==> src/rtl/mesi_pkg.sv <==
package mesi_pkg;

  typedef enum logic [1:0] {
    ST_I = 2'b00,
    ST_S = 2'b01,
    ST_E = 2'b10,
    ST_M = 2'b11
  } line_st_t;

  typedef enum logic [1:0] {
    BC_READ  = 2'b00,
    BC_RWITM = 2'b01,
    BC_UPGR  = 2'b10,
    BC_WBACK = 2'b11
  } bus_cmd_t;

  typedef enum logic [2:0] {
    ACT_KEEP,
    ACT_TO_M,
    ACT_UPGR,
    ACT_FETCH,
    ACT_EVICT
  } cpu_act_t;

  typedef enum logic [2:0] {
    FS_IDLE,
    FS_EVICT,
    FS_FETCH,
    FS_FILL,
    FS_UPGR
  } fsm_t;

endpackage

==> src/rtl/mesi_line_array.sv <==
module mesi_line_array
  import mesi_pkg::*;
#(
  parameter int IDX_W = 2,
  parameter int TAG_W = 6
) (
  input  logic             clk,
  input  logic             rst,
  input  logic [IDX_W-1:0] a_idx,
  output line_st_t         a_st,
  output logic [TAG_W-1:0] a_tag,
  input  logic [IDX_W-1:0] b_idx,
  output line_st_t         b_st,
  output logic [TAG_W-1:0] b_tag,
  input  logic             p_we,
  input  logic [IDX_W-1:0] p_idx,
  input  logic [TAG_W-1:0] p_tag,
  input  line_st_t         p_st,
  input  logic             s_we,
  input  logic [IDX_W-1:0] s_idx,
  input  line_st_t         s_st
);
  localparam int LINES = 1 << IDX_W;

  line_st_t         st_v  [LINES];
  logic [TAG_W-1:0] tag_v [LINES];

  for (genvar g = 0; g < LINES; g++) begin : g_line
    line_st_t         st_r;
    logic [TAG_W-1:0] tag_r;

    always_ff @(posedge clk) begin
      if (rst) begin
        st_r  <= ST_I;
        tag_r <= '0;
      end else if (p_we && p_idx == IDX_W'(g)) begin
        st_r  <= p_st;
        tag_r <= p_tag;
      end else if (s_we && s_idx == IDX_W'(g)) begin
        st_r  <= s_st;
      end
    end

    assign st_v[g]  = st_r;
    assign tag_v[g] = tag_r;
  end

  assign a_st  = st_v[a_idx];
  assign a_tag = tag_v[a_idx];
  assign b_st  = st_v[b_idx];
  assign b_tag = tag_v[b_idx];

  AST_ONE_WRITER: assert property (@(posedge clk) disable iff (rst)
    !(p_we && s_we && p_idx == s_idx));

endmodule

==> src/rtl/mesi_cpu_decode.sv <==
module mesi_cpu_decode
  import mesi_pkg::*;
(
  input  logic     hit,
  input  logic     wr,
  input  line_st_t st,
  output cpu_act_t act
);
  always_comb begin
    if (!hit) begin
      act = (st == ST_M) ? ACT_EVICT : ACT_FETCH;
    end else if (!wr || st == ST_M) begin
      act = ACT_KEEP;
    end else if (st == ST_E) begin
      act = ACT_TO_M;
    end else begin
      act = ACT_UPGR;
    end
  end
endmodule

==> src/rtl/mesi_snoop_resp.sv <==
module mesi_snoop_resp
  import mesi_pkg::*;
(
  input  logic     valid,
  input  bus_cmd_t cmd,
  input  logic     hit,
  input  line_st_t st,
  output logic     upd,
  output line_st_t nst,
  output logic     shared,
  output logic     supply,
  output logic     flush
);
  always_comb begin
    upd    = 1'b0;
    nst    = st;
    shared = 1'b0;
    supply = 1'b0;
    flush  = 1'b0;
    if (valid && hit) begin
      case (cmd)
        BC_READ: begin
          shared = 1'b1;
          supply = (st == ST_M);
          nst    = ST_S;
          upd    = (st != ST_S);
        end
        BC_RWITM, BC_UPGR: begin
          flush = (st == ST_M);
          nst   = ST_I;
          upd   = 1'b1;
        end
        default: ;
      endcase
    end
  end
endmodule

==> src/rtl/mesi_coherence_ctrl.sv <==
module mesi_coherence_ctrl
  import mesi_pkg::*;
#(
  parameter int ADDR_W = 8,
  parameter int IDX_W  = 2
) (
  input  logic              clk,
  input  logic              rst,
  input  logic              cpu_req,
  input  logic              cpu_wr,
  input  logic [ADDR_W-1:0] cpu_addr,
  output logic              cpu_done,
  output logic              cpu_hit,
  output logic [1:0]        cpu_line_st,
  output logic              bus_req_valid,
  output logic [1:0]        bus_req_cmd,
  output logic [ADDR_W-1:0] bus_req_addr,
  input  logic              bus_grant,
  input  logic              bus_fill_done,
  input  logic              bus_shared_in,
  input  logic              snp_valid,
  input  logic [1:0]        snp_cmd,
  input  logic [ADDR_W-1:0] snp_addr,
  output logic              snp_shared,
  output logic              snp_supply,
  output logic              snp_flush
);
  localparam int TAG_W = ADDR_W - IDX_W;

  fsm_t              fsm;
  logic [ADDR_W-1:0] cur_addr;
  logic              cur_wr;
  line_st_t          line_st_q;
  bus_cmd_t          cmd_q;

  logic [IDX_W-1:0]  cpu_idx, cur_idx, a_idx, snp_idx;
  logic [TAG_W-1:0]  cpu_tag, cur_tag, snp_tag;
  line_st_t          a_st, b_st;
  logic [TAG_W-1:0]  a_tag, b_tag;
  logic              a_hit, b_hit, accept;
  cpu_act_t          act;
  bus_cmd_t          fetch_cmd;
  line_st_t          fill_st;

  logic              p_we;
  line_st_t          p_st;
  logic              s_we;
  line_st_t          s_st;

  assign cpu_idx = cpu_addr[IDX_W-1:0];
  assign cpu_tag = cpu_addr[ADDR_W-1:IDX_W];
  assign cur_idx = cur_addr[IDX_W-1:0];
  assign cur_tag = cur_addr[ADDR_W-1:IDX_W];
  assign snp_idx = snp_addr[IDX_W-1:0];
  assign snp_tag = snp_addr[ADDR_W-1:IDX_W];

  assign a_idx  = (fsm == FS_IDLE) ? cpu_idx : cur_idx;
  assign a_hit  = (a_st != ST_I) && (a_tag == cpu_tag);
  assign b_hit  = (b_st != ST_I) && (b_tag == snp_tag);
  assign accept = (fsm == FS_IDLE) && cpu_req && !snp_valid;

  assign fetch_cmd = cur_wr ? BC_RWITM : BC_READ;
  assign fill_st   = cur_wr ? ST_M : (bus_shared_in ? ST_S : ST_E);

  mesi_line_array #(.IDX_W(IDX_W), .TAG_W(TAG_W)) u_lines (
    .clk   (clk),
    .rst   (rst),
    .a_idx (a_idx),
    .a_st  (a_st),
    .a_tag (a_tag),
    .b_idx (snp_idx),
    .b_st  (b_st),
    .b_tag (b_tag),
    .p_we  (p_we),
    .p_idx (a_idx),
    .p_tag ((fsm == FS_IDLE) ? cpu_tag : cur_tag),
    .p_st  (p_st),
    .s_we  (s_we),
    .s_idx (snp_idx),
    .s_st  (s_st)
  );

  mesi_cpu_decode u_dec (
    .hit (a_hit),
    .wr  (cpu_wr),
    .st  (a_st),
    .act (act)
  );

  mesi_snoop_resp u_snp (
    .valid  (snp_valid),
    .cmd    (bus_cmd_t'(snp_cmd)),
    .hit    (b_hit),
    .st     (b_st),
    .upd    (s_we),
    .nst    (s_st),
    .shared (snp_shared),
    .supply (snp_supply),
    .flush  (snp_flush)
  );

  // line-state writes from the processor side
  always_comb begin
    p_we = 1'b0;
    p_st = a_st;
    case (fsm)
      FS_IDLE:  if (accept && act == ACT_TO_M) begin p_we = 1'b1; p_st = ST_M; end
      FS_EVICT: if (a_st == ST_M && bus_grant) begin p_we = 1'b1; p_st = ST_I; end
      FS_FILL:  if (bus_fill_done) begin p_we = 1'b1; p_st = fill_st; end
      FS_UPGR:  if (a_st == ST_S && bus_grant) begin p_we = 1'b1; p_st = ST_M; end
      default: ;
    endcase
  end

  always_ff @(posedge clk) begin
    if (rst) begin
      fsm           <= FS_IDLE;
      cur_addr      <= '0;
      cur_wr        <= 1'b0;
      cpu_done      <= 1'b0;
      cpu_hit       <= 1'b0;
      line_st_q     <= ST_I;
      bus_req_valid <= 1'b0;
      cmd_q         <= BC_READ;
      bus_req_addr  <= '0;
    end else begin
      cpu_done <= 1'b0;
      case (fsm)
        FS_IDLE: begin
          if (accept) begin
            cur_addr <= cpu_addr;
            cur_wr   <= cpu_wr;
            case (act)
              ACT_KEEP: begin
                cpu_done  <= 1'b1;
                cpu_hit   <= 1'b1;
                line_st_q <= a_st;
              end
              ACT_TO_M: begin
                cpu_done  <= 1'b1;
                cpu_hit   <= 1'b1;
                line_st_q <= ST_M;
              end
              ACT_UPGR: begin
                fsm           <= FS_UPGR;
                cpu_hit       <= 1'b1;
                bus_req_valid <= 1'b1;
                cmd_q         <= BC_UPGR;
                bus_req_addr  <= cpu_addr;
              end
              ACT_EVICT: begin
                fsm           <= FS_EVICT;
                cpu_hit       <= 1'b0;
                bus_req_valid <= 1'b1;
                cmd_q         <= BC_WBACK;
                bus_req_addr  <= {a_tag, cpu_idx};
              end
              default: begin
                fsm           <= FS_FETCH;
                cpu_hit       <= 1'b0;
                bus_req_valid <= 1'b1;
                cmd_q         <= cpu_wr ? BC_RWITM : BC_READ;
                bus_req_addr  <= cpu_addr;
              end
            endcase
          end
        end
        FS_EVICT: begin
          if (a_st != ST_M || bus_grant) begin
            fsm          <= FS_FETCH;
            cmd_q        <= fetch_cmd;
            bus_req_addr <= cur_addr;
          end
        end
        FS_FETCH: begin
          if (bus_grant) begin
            fsm           <= FS_FILL;
            bus_req_valid <= 1'b0;
          end
        end
        FS_FILL: begin
          if (bus_fill_done) begin
            fsm       <= FS_IDLE;
            cpu_done  <= 1'b1;
            line_st_q <= fill_st;
          end
        end
        FS_UPGR: begin
          if (a_st != ST_S) begin
            fsm     <= FS_FETCH;
            cmd_q   <= BC_RWITM;
            cpu_hit <= 1'b0;
          end else if (bus_grant) begin
            fsm           <= FS_IDLE;
            bus_req_valid <= 1'b0;
            cpu_done      <= 1'b1;
            line_st_q     <= ST_M;
          end
        end
        default: fsm <= FS_IDLE;
      endcase
    end
  end

  assign cpu_line_st = line_st_q;
  assign bus_req_cmd = cmd_q;

  AST_FILL_RESULT: assert property (@(posedge clk) disable iff (rst)
    (fsm == FS_FILL && bus_fill_done) |=> cpu_done &&
      (cpu_line_st == ($past(cur_wr) ? 2'd3 : ($past(bus_shared_in) ? 2'd1 : 2'd2))));
  AST_READ_HIT_QUIET: assert property (@(posedge clk) disable iff (rst)
    (accept && a_hit && !cpu_wr) |=> cpu_done && !bus_req_valid &&
      cpu_line_st == $past(a_st));
  AST_SILENT_UPGRADE: assert property (@(posedge clk) disable iff (rst)
    (accept && a_hit && cpu_wr && a_st == ST_E) |=> cpu_done && !bus_req_valid &&
      cpu_line_st == 2'd3);
  AST_WB_BEFORE_FETCH: assert property (@(posedge clk) disable iff (rst)
    (fsm == FS_EVICT && a_st == ST_M && bus_grant) |=> bus_req_valid &&
      (bus_req_cmd == 2'd0 || bus_req_cmd == 2'd1));
  AST_SUPPLY_IS_SHARED: assert property (@(posedge clk) disable iff (rst)
    snp_supply |-> snp_shared && !snp_flush && snp_valid);
  AST_FLUSH_ONLY_WRITE_SNOOP: assert property (@(posedge clk) disable iff (rst)
    snp_flush |-> snp_valid && snp_cmd != 2'd0 && !snp_shared);

endmodule

==> config.mk <==
export PLATFORM = sky130hd
export DESIGN_NAME = mesi_coherence_ctrl
export DESIGN_NICKNAME = d
export VERILOG_FILES = /design/src/rtl/mesi_pkg.sv /design/src/rtl/mesi_line_array.sv /design/src/rtl/mesi_cpu_decode.sv /design/src/rtl/mesi_snoop_resp.sv /design/src/rtl/mesi_coherence_ctrl.sv
export SDC_FILE = /design/constraint.sdc
export NUM_CORES = 1
export LEC_CHECK = 0
export ABC_AREA = 1
export ABC_CLOCK_PERIOD_IN_PS = 2900
export BUFFER_PORTS_ARGS = -buffer_cell sky130_fd_sc_hd__buf_2
export CORE_AREA = 2 2 99 140
export DETAILED_ROUTE_END_ITERATION = 8
export DIE_AREA = 0 0 101 142
export HOLD_SLACK_MARGIN = 0.02
export PLACE_DENSITY = 0.53
export SYNTH_ARGS = -nofsm -noshare
export SYNTH_HDL_FRONTEND = slang
export SYNTH_SLANG_ARGS = --single-unit
export TNS_END_PERCENT = 10
==> constraint.sdc <==
create_clock -name clk -period 2.9 [get_ports clk]
set_input_delay 0.29 -clock clk [delete_from_list [all_inputs] [get_ports clk]]
set_output_delay 0.29 -clock clk [all_outputs]
set_load 0.05 [all_outputs]
* Yosys cells after proc, flatten, opt, wreduce, memory -nomap -nowiden
Index checks and enable logic that the tools add are counted.
Widths: inputs -> output; s select.
** Storage, ports and cells
- Input port bits :: 26
- Logic and storage cells :: 188
- Flip-flop bits (word level) :: 59
** Cells by class
- Reduce and logical (&&, ||, !) cells :: 46
- Equality and inequality tests :: 34
- Order comparisons :: 2
- Muxes and demuxes :: 87
- Bitwise logic cells :: 2
** Operator list (number)
- $mux 2 :: 28
- $pmux 8 s2 :: 2
- $mux 6 :: 5
- $mux 3 :: 9
- $bmux 6 s2 :: 2
- $mux 1 :: 24
- $ne 2x2->1 const B :: 9
- $pmux 2 s3 :: 3
- $eq 2x2->1 const B :: 8
- $logic_and 1x1->1 :: 16
- $mux 8 :: 2
- $reduce_bool 2->1 :: 8
- $pmux 3 s5 :: 1
- $eq 6x6->1 :: 2
- $reduce_and 6->1 :: 2
- $eq 3x2->1 const B :: 3
- $pmux 3 s3 :: 1
- $reduce_bool 3->1 :: 3
- $bmux 2 s2 :: 2
- $eq 2x1->1 const B :: 4
- $pmux 2 s2 :: 2
- $pmux 2 s4 :: 1
- $reduce_and 4->1 :: 2
- $eq 3x1->1 const B :: 2
- other kinds (18) :: 30

* Longest topological paths before layout
Gate-level depths: netlist of the first run.
- Word-level depth :: 16
- Mapped depth :: 22

* Modules after synthesis
From an unflattened synthesis of the first run, not the netlist that was laid out.
** Unflattened totals
- Cell total of the unflattened synthesis :: 615
- Area, all modules :: 3746.1 um^2
** By module, submodules not included
- mesi_coherence_ctrl :: seq. area each 540.5 um^2, instances 1, area an instance 1876.8 um^2, cells an instance 305
- mesi_line_array :: seq. area each 640.6 um^2, instances 1, area an instance 1724.2 um^2, cells an instance 280
- mesi_snoop_resp :: seq. area each 0.0 um^2, instances 1, area an instance 101.3 um^2, cells an instance 20
- mesi_cpu_decode :: seq. area each 0.0 um^2, instances 1, area an instance 43.8 um^2, cells an instance 10

* Worst setup path before layout of the first run
No wires, ideal clock.
- Kind :: input port to output port
- Start :: in snp_addr[1]
- End :: out snp_flush
- Cell stages on the path :: 10
- Setup slack :: -126 ps
- Arrival :: 2736 ps
- Path through :: inv_1 > nor2_1 > nand2_1 > nand2_1 > nor2_1 > nand2_1 > o21ai_0 > nor2_1 > nand2_1 > nor4b_1
** On the way
- Cells in the longest elaborated chain, start to end :: 8
- Elaborated cells between the ends (all ways) :: 14
** RTL lines
- from (decl) :: RTL line mesi_coherence_ctrl.sv:23 : input logic [ADDR_W-1:0] snp_addr,
- $not 2->3 (not written as such) (*) :: RTL line mesi_line_array.sv:50, mesi_line_array.sv:51
- $bmux 6 s2 or $bmux 2 s2 (tied branches) :: RTL line mesi_line_array.sv:51, mesi_line_array.sv:50
- $mux 6 (not written as such) or $mux 2 (tied branches) (2 in series) :: RTL line mesi_line_array.sv:51, mesi_line_array.sv:50
- $eq 6x6->1 or $reduce_bool 2->1 (tied branches) :: RTL line mesi_coherence_ctrl.sv:59 : assign b_hit = (b_st != ST_I) && (b_tag == snp_tag);
- $logic_and 1x1->1 :: RTL line mesi_coherence_ctrl.sv:59
- $logic_and 1x1->1 :: RTL line mesi_snoop_resp.sv:20 : if (valid && hit) begin
- $mux 1 (*) :: RTL line mesi_snoop_resp.sv:20
- to (decl) :: RTL line mesi_coherence_ctrl.sv:26 : output logic snp_flush
Every way passes the cells marked *; elsewhere a longest branch is shown, timed or not. The select of a mux whose other input is x is not followed.

* Worst setup path after layout of the first run
- Start :: reg fsm[0]
- End :: reg u_lines.g_line[0].st_r[0]
** On the way
- Cells in the longest elaborated chain, start to end :: 16
- Elaborated cells between the ends (all ways) :: 42
** RTL lines
- from (decl) :: RTL line mesi_coherence_ctrl.sv:30 : fsm_t fsm;
- from (signal assigned) :: RTL line mesi_coherence_ctrl.sv:117 : fsm <= FS_IDLE;
- from (signal assigned) :: RTL line mesi_coherence_ctrl.sv:145 : fsm <= FS_UPGR;
- from (signal assigned) :: RTL line mesi_coherence_ctrl.sv:152 : fsm <= FS_EVICT;
- $logic_not 3->1 :: RTL line mesi_coherence_ctrl.sv:57, mesi_coherence_ctrl.sv:60, mesi_coherence_ctrl.sv:106
- $mux 2 :: RTL line mesi_coherence_ctrl.sv:57 : assign a_idx = (fsm == FS_IDLE) ? cpu_idx : cur_idx;
- $not 2->3 (not written as such) :: RTL line mesi_line_array.sv:48, mesi_line_array.sv:49
- $bmux 2 s2 :: RTL line mesi_line_array.sv:48 : assign a_st = st_v[a_idx];
- $mux 2 (not written as such) (2 in series) :: RTL line mesi_line_array.sv:48
- $eq 2x2->1, on equally long branches
- $mux 2 or $logic_or 1x1->1 (tied branches) :: RTL line mesi_cpu_decode.sv:14, mesi_cpu_decode.sv:12
- $mux 3 :: RTL line mesi_cpu_decode.sv:12 : end else if (!wr || st == ST_M) begin
- $mux 3 :: RTL line mesi_cpu_decode.sv:10 : if (!hit) begin
- $eq 3x1->1 :: RTL line mesi_coherence_ctrl.sv:107 : FS_IDLE: if (accept && act == ACT_TO_M) begin p_we = 1'b1; p_st = ST_M; end
- $logic_and 1x1->1 :: RTL line mesi_coherence_ctrl.sv:107
- $mux 1 :: RTL line mesi_coherence_ctrl.sv:107
- $pmux 1 s4 :: RTL line mesi_coherence_ctrl.sv:106 : case (fsm)
- $logic_and 1x1->1 :: RTL line mesi_line_array.sv:36 : end else if (p_we && p_idx == IDX_W'(g)) begin
- $mux 2 or $reduce_bool 2->1 (tied branches)
- to (signal assigned) :: RTL line mesi_line_array.sv:37 : st_r <= p_st;
- to (signal assigned) :: RTL line mesi_line_array.sv:40 : st_r <= s_st;
- to (decl) :: RTL line mesi_line_array.sv:29 : line_st_t st_r;
Several ways; a longest one is shown, not always the timed one. The select of a mux whose other input is x is not followed.
A chain may end at the register's enable or synchronous reset.

==> impl_metrics.yaml, run 1 <==
routing:
  routedWlPerCell_um: 14.5
  ant_nets: 0
  drcViolationCount: 0
  first_pass_iters: 5
  via_per_inst: 4.91
  drt_iter0_drc: 257
  vias: 4024
  finalWirelength_mm: 11.9
synth:
  yosysMostFrequentCell: "nand2_1"
  synthTopCellsByArea: "dfxtp_1, nand2_1, inv_1"
  synthCells: 614
  yosys_warnings: 0
  synth_top_area_share_pct: 30.6
  synth_area_sq_um: 3860
  synthTopCellsByCount: "nand2_1, inv_1, dfxtp_1"
  synth_area_leader_cell: "dfxtp_1"
  synth_edf_count: 0
  syn_nets: 642
  synthFlopType: "dfxtp_1"
  seq_area_frac_synth_pct: 30.6
  async_flop_share_pct: 0
  yosys_register_bits: 59
  synth.avg_cell_area_sq_um: 6.29
  yosysUniqueCellTypes: 36
timing:
  finalSetupViolCount: 0
  fmax_mhz: 375
  skew_ps: 8.39
  holdWs_ps: 272
  max_slew_margin_pct: 19.9
  final.period_utilization_pct: 91.9
  finalHoldViolations: 0
  setup_tns_ps: 0
  finalCriticalPeriod_ps: 2660
  drv_slew: 0
  worst-slew-pin-transition_ps: 1200
global_routing:
  grt-ovfl-total: 0
  grt_use_total_pct: 17.8
  grt_pass1_vias: 3858
  grt_max_degree: 42
  grt_pass1_wl_mm: 19.9
  antenna_found_initial: 0
floorplanning:
  die-width_um: 101
  io_pins: 44
  die_height_um: 142
  die-area_sq_um: 14300
  rows: 50
  fp.coreArea_sq_um: 13100
  start_util_pct: 29.4
min_path:
  hold_class: "input pin to flop"
run_status:
  outcome: "finished clean"
cts:
  clkTransAtPathRegs_ps: 50
  clockRootBuffer: "clkbuf_16"
  cts_setup_buffers: 0
  cts_tree: "built"
  h-tree-depth: 3
  cts_buffer_depth: 2
  cts_sinks: 59
  cts_buffers: 9
  clk-insertion-delay-late_ps: 340
placement:
  routabilityCongestion: 0.902
  hpwl_mm: 9.19
  numPortBuffers: 43
cells_and_area:
  final_core_util_pct: 34.6
  drive_above_1_share_pct: 16.6
  finish.net_count: 686
  area_growth_pct: 17.5
  diodes: 0
power_and_ir_drop:
  p_per_area_nw_per_um2: 904
  p_leak_uw: 0.00219
  worst_ir_drop_vdd_mv: 0.404
setup_path:
  crit_fanout: 19
  required_ps: 3130
  crit_type: "flop to flop"
  setup.worst_path.end_class: "flop"
  crit_arrival_ps: 2900
  cp-start-kind: "flop"
flow_run:
  maxCapViolations: 0
logic make-up (layout without fill, tap and decap cells):
family / after synthesis / count (layout) / synth area share, %
compound gates: 142 / 142 / 20.4
xor+xnor: 1 / 1 / 0.227
fa+ha+maj: 2 / 2 / 0.648
buf+inv: 108 / 157 / 11.7
flops: 59 / 59 / 30.6
simple gates: 302 / 302 / 36.5
path summary, 6_finish.rpt:
check	start	to	slack, ps	cells past startpoint
worst min-delay path	cpu_addr[5]	cur_addr[5]	270	3
worst min register to register	bus_req_addr[0]	bus_req_addr[0]	460	2
worst max-delay path	fsm[0]	u_lines.g_line[0].st_r[0]	240	19
worst max register to register	fsm[0]	u_lines.g_line[0].st_r[0]	240	19
layout by cell type (no fill, tap or decap), types with 9 or more instances in the layout:
cell type	synthesis	final
nand2_1	176	175
nor2_1	34	34
o21ai_1	17	17
nand3_1	51	50
inv_1	82	82
clkbuf_16	0	9
nand2_2	8	9
buf_2	1	43
o21ai_0	43	43
dfxtp_1	59	59
a21oi_1	54	54
cell type report:
cell class	count	area [sq um]
clock buffers	11	243
clock inverters	5	52.6
fillers	1462	8600
inverters	90	338
multi-input cells	447	2250
flip-flops and latches	59	1180
well taps	156	195
repair buffers	51	279
state kept, by name, summed over array words and instances, names as in the netlist:
register and flops:
bus_req_valid 1, fsm 3, bus_req_cmd 2, u_lines.g_line.tag_r 24, cur_wr 1, cpu_done 1
u_lines.g_line.st_r 8, bus_req_addr 8, cpu_line_st 2, cpu_hit 1, cur_addr 8
power breakdown:
| group | switching, uW | internal [uW] |
|---|---|---|
| Clock | 390 | 683 |
| Sequential | 75.1 | 936 |
| Combinational | 1440 | 583 |
routing by layer:
| layer | vias to the layer above | part of all wire, % | track usage [%] |
|---|---|---|---|
| li1 | 2083 | - | - |
| met1 | 1820 | 44 | 21.9 |
| met2 | 98 | 49 | 29.8 |
| met3 | 23 | 4.1 | 3.44 |
| met4 | 0 | 2.8 | 7.89 |
| met5 | - | 0 | 0 |
timing repair:
item / in CTS / in global routing
gates resized for setup: 0 / 4
endpoints found under the setup margin: 0 / 17
hold buffers: 0 / 0
worst max-delay path, stage by stage (launching register included):
cell,delay (ps)
dfxtp_1,350
nor2_4,170
nand2_2,100
buf_6,180
o21ai_4,290
nand2_1,120
nor2_1,140
a21oi_2,60
nand2_4,160
nor2_4,60
nand3_2,110
nand2_2,80
nor2_4,150
nand2_8,90
nand2_4,160
inv_1,70
nand2_1,60
nand3_1,60
nand2_1,60
inv_1,50
metrics by stage:
stage / instances / setup slack [ps] / area, sq um / power (uW)
6_report: 819 / 235 / 4540 / 4100
5_1_grt: 819 / -3.88 / 4540 / 4430
4_1_cts: 819 / 165 / 4520 / 4100
3_5_place_dp: 803 / 164 / 4230 / 3020
3_3_place_gp: 803 / 209 / 4230 / 2990
2_1_floorplan: 614 / 535 / 3870 / 2590
(Power assumes the default switching activity.)
==> run 2, diff against run 1 <==
Settings changed: ABC_CLOCK_PERIOD_IN_PS 2900 to 2550.
Clock period 2.9 ns to 2.55 ns, I/O delays scaled along.
==> run 2 against run 1 <==
Sequential power rose by 14%. Global-route usage fell by 0.43 points. Clock skew fell by 3.4 ps. Fmax rose by 8.8%. Sequential share of layout area fell by 2.3 points. Cell count rose by 3.4%. Register-to-register slack got worse by 130 ps. Worst hold slack got worse by 36 ps. Wire length rose by 3.5%. First-iteration DRC count fell by 15%. Setup slack got worse by 130 ps. Sequential cell count did not move. Largest cell class unchanged. Largest power group unchanged.
==> impl_metrics.yaml, run 2 (synthesized netlist as in run 1, its figures left out) <==
run_status:
  outcome: "finished clean"
global_routing:
  grt_use_total_pct: 17.3
  grt-ovfl-total: 0
  antenna_found_initial: 0
  grt_pass1_vias: 3999
  grt_max_degree: 31
  grt_pass1_wl_mm: 19.7
floorplanning:
  io_pins: 44
  die_height_um: 142
  fp.coreArea_sq_um: 13100
  die-width_um: 101
  die-area_sq_um: 14300
  rows: 50
  start_util_pct: 29.4
cts:
  holdBufCountCts: 0
  cts_buffers: 9
  h-tree-depth: 3
  cts_buffer_depth: 2
  cts_tree: "built"
  clk-insertion-delay-late_ps: 340
  clkTransAtPathRegs_ps: 50
  cts_sinks: 59
  clockRootBuffer: "clkbuf_16"
cells_and_area:
  area_growth_pct: 28.9
  largest_reg_flops: 24
  layout_commonest_cell: "nand2_1"
  n_fill_cell: 1449
  diodes: 0
  drive_above_1_share_pct: 22.6
  finish.net_count: 714
  final_cells: 847
  top_register: "u_lines.g_line.tag_r"
  layout_common_cells: "nand2_1, inv_1, dfxtp_1, a21oi_1, nand3_1"
timing:
  fmax_mhz: 408
  worst-slew-pin-transition_ps: 722
  finalCriticalPeriod_ps: 2450
  skew_ps: 5.00
  rsz0062_at_grt: "yes"
  final.period_utilization_pct: 96.0
  finalHoldViolations: 0
  max_slew_margin_pct: 51.3
  fin_ws_ps: 101
  finalSetupViolCount: 0
  drv_slew: 0
placement:
  routabilityCongestion: 0.891
  numPortBuffers: 43
  post-place-cells: 825
  hpwl_mm: 9.43
  pre_cts_ws_ps: -60.0
setup_path:
  cpLargestDelayFamily: "simple AND/OR/NAND/NOR gates"
  setup.worst_path.end_class: "flop"
  required_ps: 2770
  cp.buffers_inverters: 1
  cp_slowest_cell: "dfxtp_2"
  crit_path_frequent_cell: "nand2_1"
  crit_fanout: 14
  crit_arrival_ps: 2670
  crit_type: "flop to flop"
  worstPathCellList: "nor2_4 > nand2_4 > nand2_4 > nand2_4 > buf_12 > nand2_2 > nand2_1 > nand2_1 > nand2_1 > nand2_1 > nand2_1 > nor2_1 > nand2_1 > nor2_4 > nand3_4 > nand2_8 > nand2_8 > o21ai_0 > a21oi_1"
  slowest_delay_ps: 330
  cp-start-kind: "flop"
routing:
  via_per_inst: 4.98
  routedWlPerCell_um: 14.5
  drcViolationCount: 0
  finalWirelength_mm: 12.3
  vias: 4217
  drt_iter0_drc: 219
  first_pass_iters: 5
  ant_nets: 0
power_and_ir_drop:
  p_per_area_nw_per_um2: 1060
  worst_ir_drop_vdd_mv: 0.587
  power_uw: 5300
  p_leak_uw: 0.00233
flow_run:
  maxCapViolations: 0
min_path:
  hold_class: "input pin to flop"
## run 2: cell count changes in the layout (fill, tap and decap cells not counted), moves of 4 or more
cell,change
o21ai_1,+8
nand2_4,+4
buf_4,+21
o21ai_0,-8
nand2_8,+4
nand2_1,-9
## run 2: area by class of cell
| type | instances | area [sq um] | share of cell area (%) |
|---|---|---|---|
| clock buffer | 10 | 239 | 4.80 |
| clock inverter | 6 | 88.8 | 1.78 |
| multi-input combinational | 449 | 2400 | 48.3 |
| sequential | 59 | 1180 | 23.7 |
| timing repair buffer | 77 | 531 | 10.7 |
| tap | 156 | 195 | 3.92 |
| inverter | 90 | 340 | 6.83 |
## run 2: worst paths after layout
kind / startpoint / to / slack, ps / cells past startpoint
max: fsm[1] / u_lines.g_line[0].tag_r[0] / 100 / 19
min: cpu_addr[5] / cur_addr[5] / 240 / 3
max reg2reg: fsm[1] / u_lines.g_line[0].tag_r[0] / 100 / 19
min reg2reg: bus_req_valid / bus_req_valid / 460 / 2
## run 2: tightest hold or removal path: cells and delay by family
kind	cells	cell delay (ps)
compound gates	1	110
buf+inv	2	170
## run 2: timing repair
item                                    in CTS  in global routing
buffers inserted                             0                  3
resized for setup                            2                 46
hold endpoints to repair                     0                  0
endpoints found under the setup margin      28                 50
pin swaps                                    0                 17
cloned                                       0                  3
## run 2: per-stage QoR
| step | instance area (sq um) | util (%) | TNS [ps] | hold slack, ps |
|---|---|---|---|---|
| final | 4980 | 37.9 | 0 | 236 |
| after global routing | 4980 | 37.9 | -2030 | 260 |
| after detailed placement | 4420 | 33.6 | -459 | 455 |
| after CTS | 4750 | 36.1 | 0 | 233 |
| after global placement | 4420 | 33.6 | -53.1 | 452 |
| after floorplan | 3870 | - | 0 | 434 |
## run 2: where the power goes
part / total, uW / internal, uW / leakage [uW] / switching, uW
clock network: 1330 / 881 / 0.000155 / 448
logic: 2830 / 983 / 0.00170 / 1840
registers: 1150 / 1070 / 0.000480 / 81.2
## run 2: layer usage
layer	wire length [um]	up-vias	GRT usage, %
li1	-	2144	-
met1	5160	1933	20.9
met2	6270	112	30.4
met3	558	28	2.95
met4	339	0	6.76
met5	0	-	0
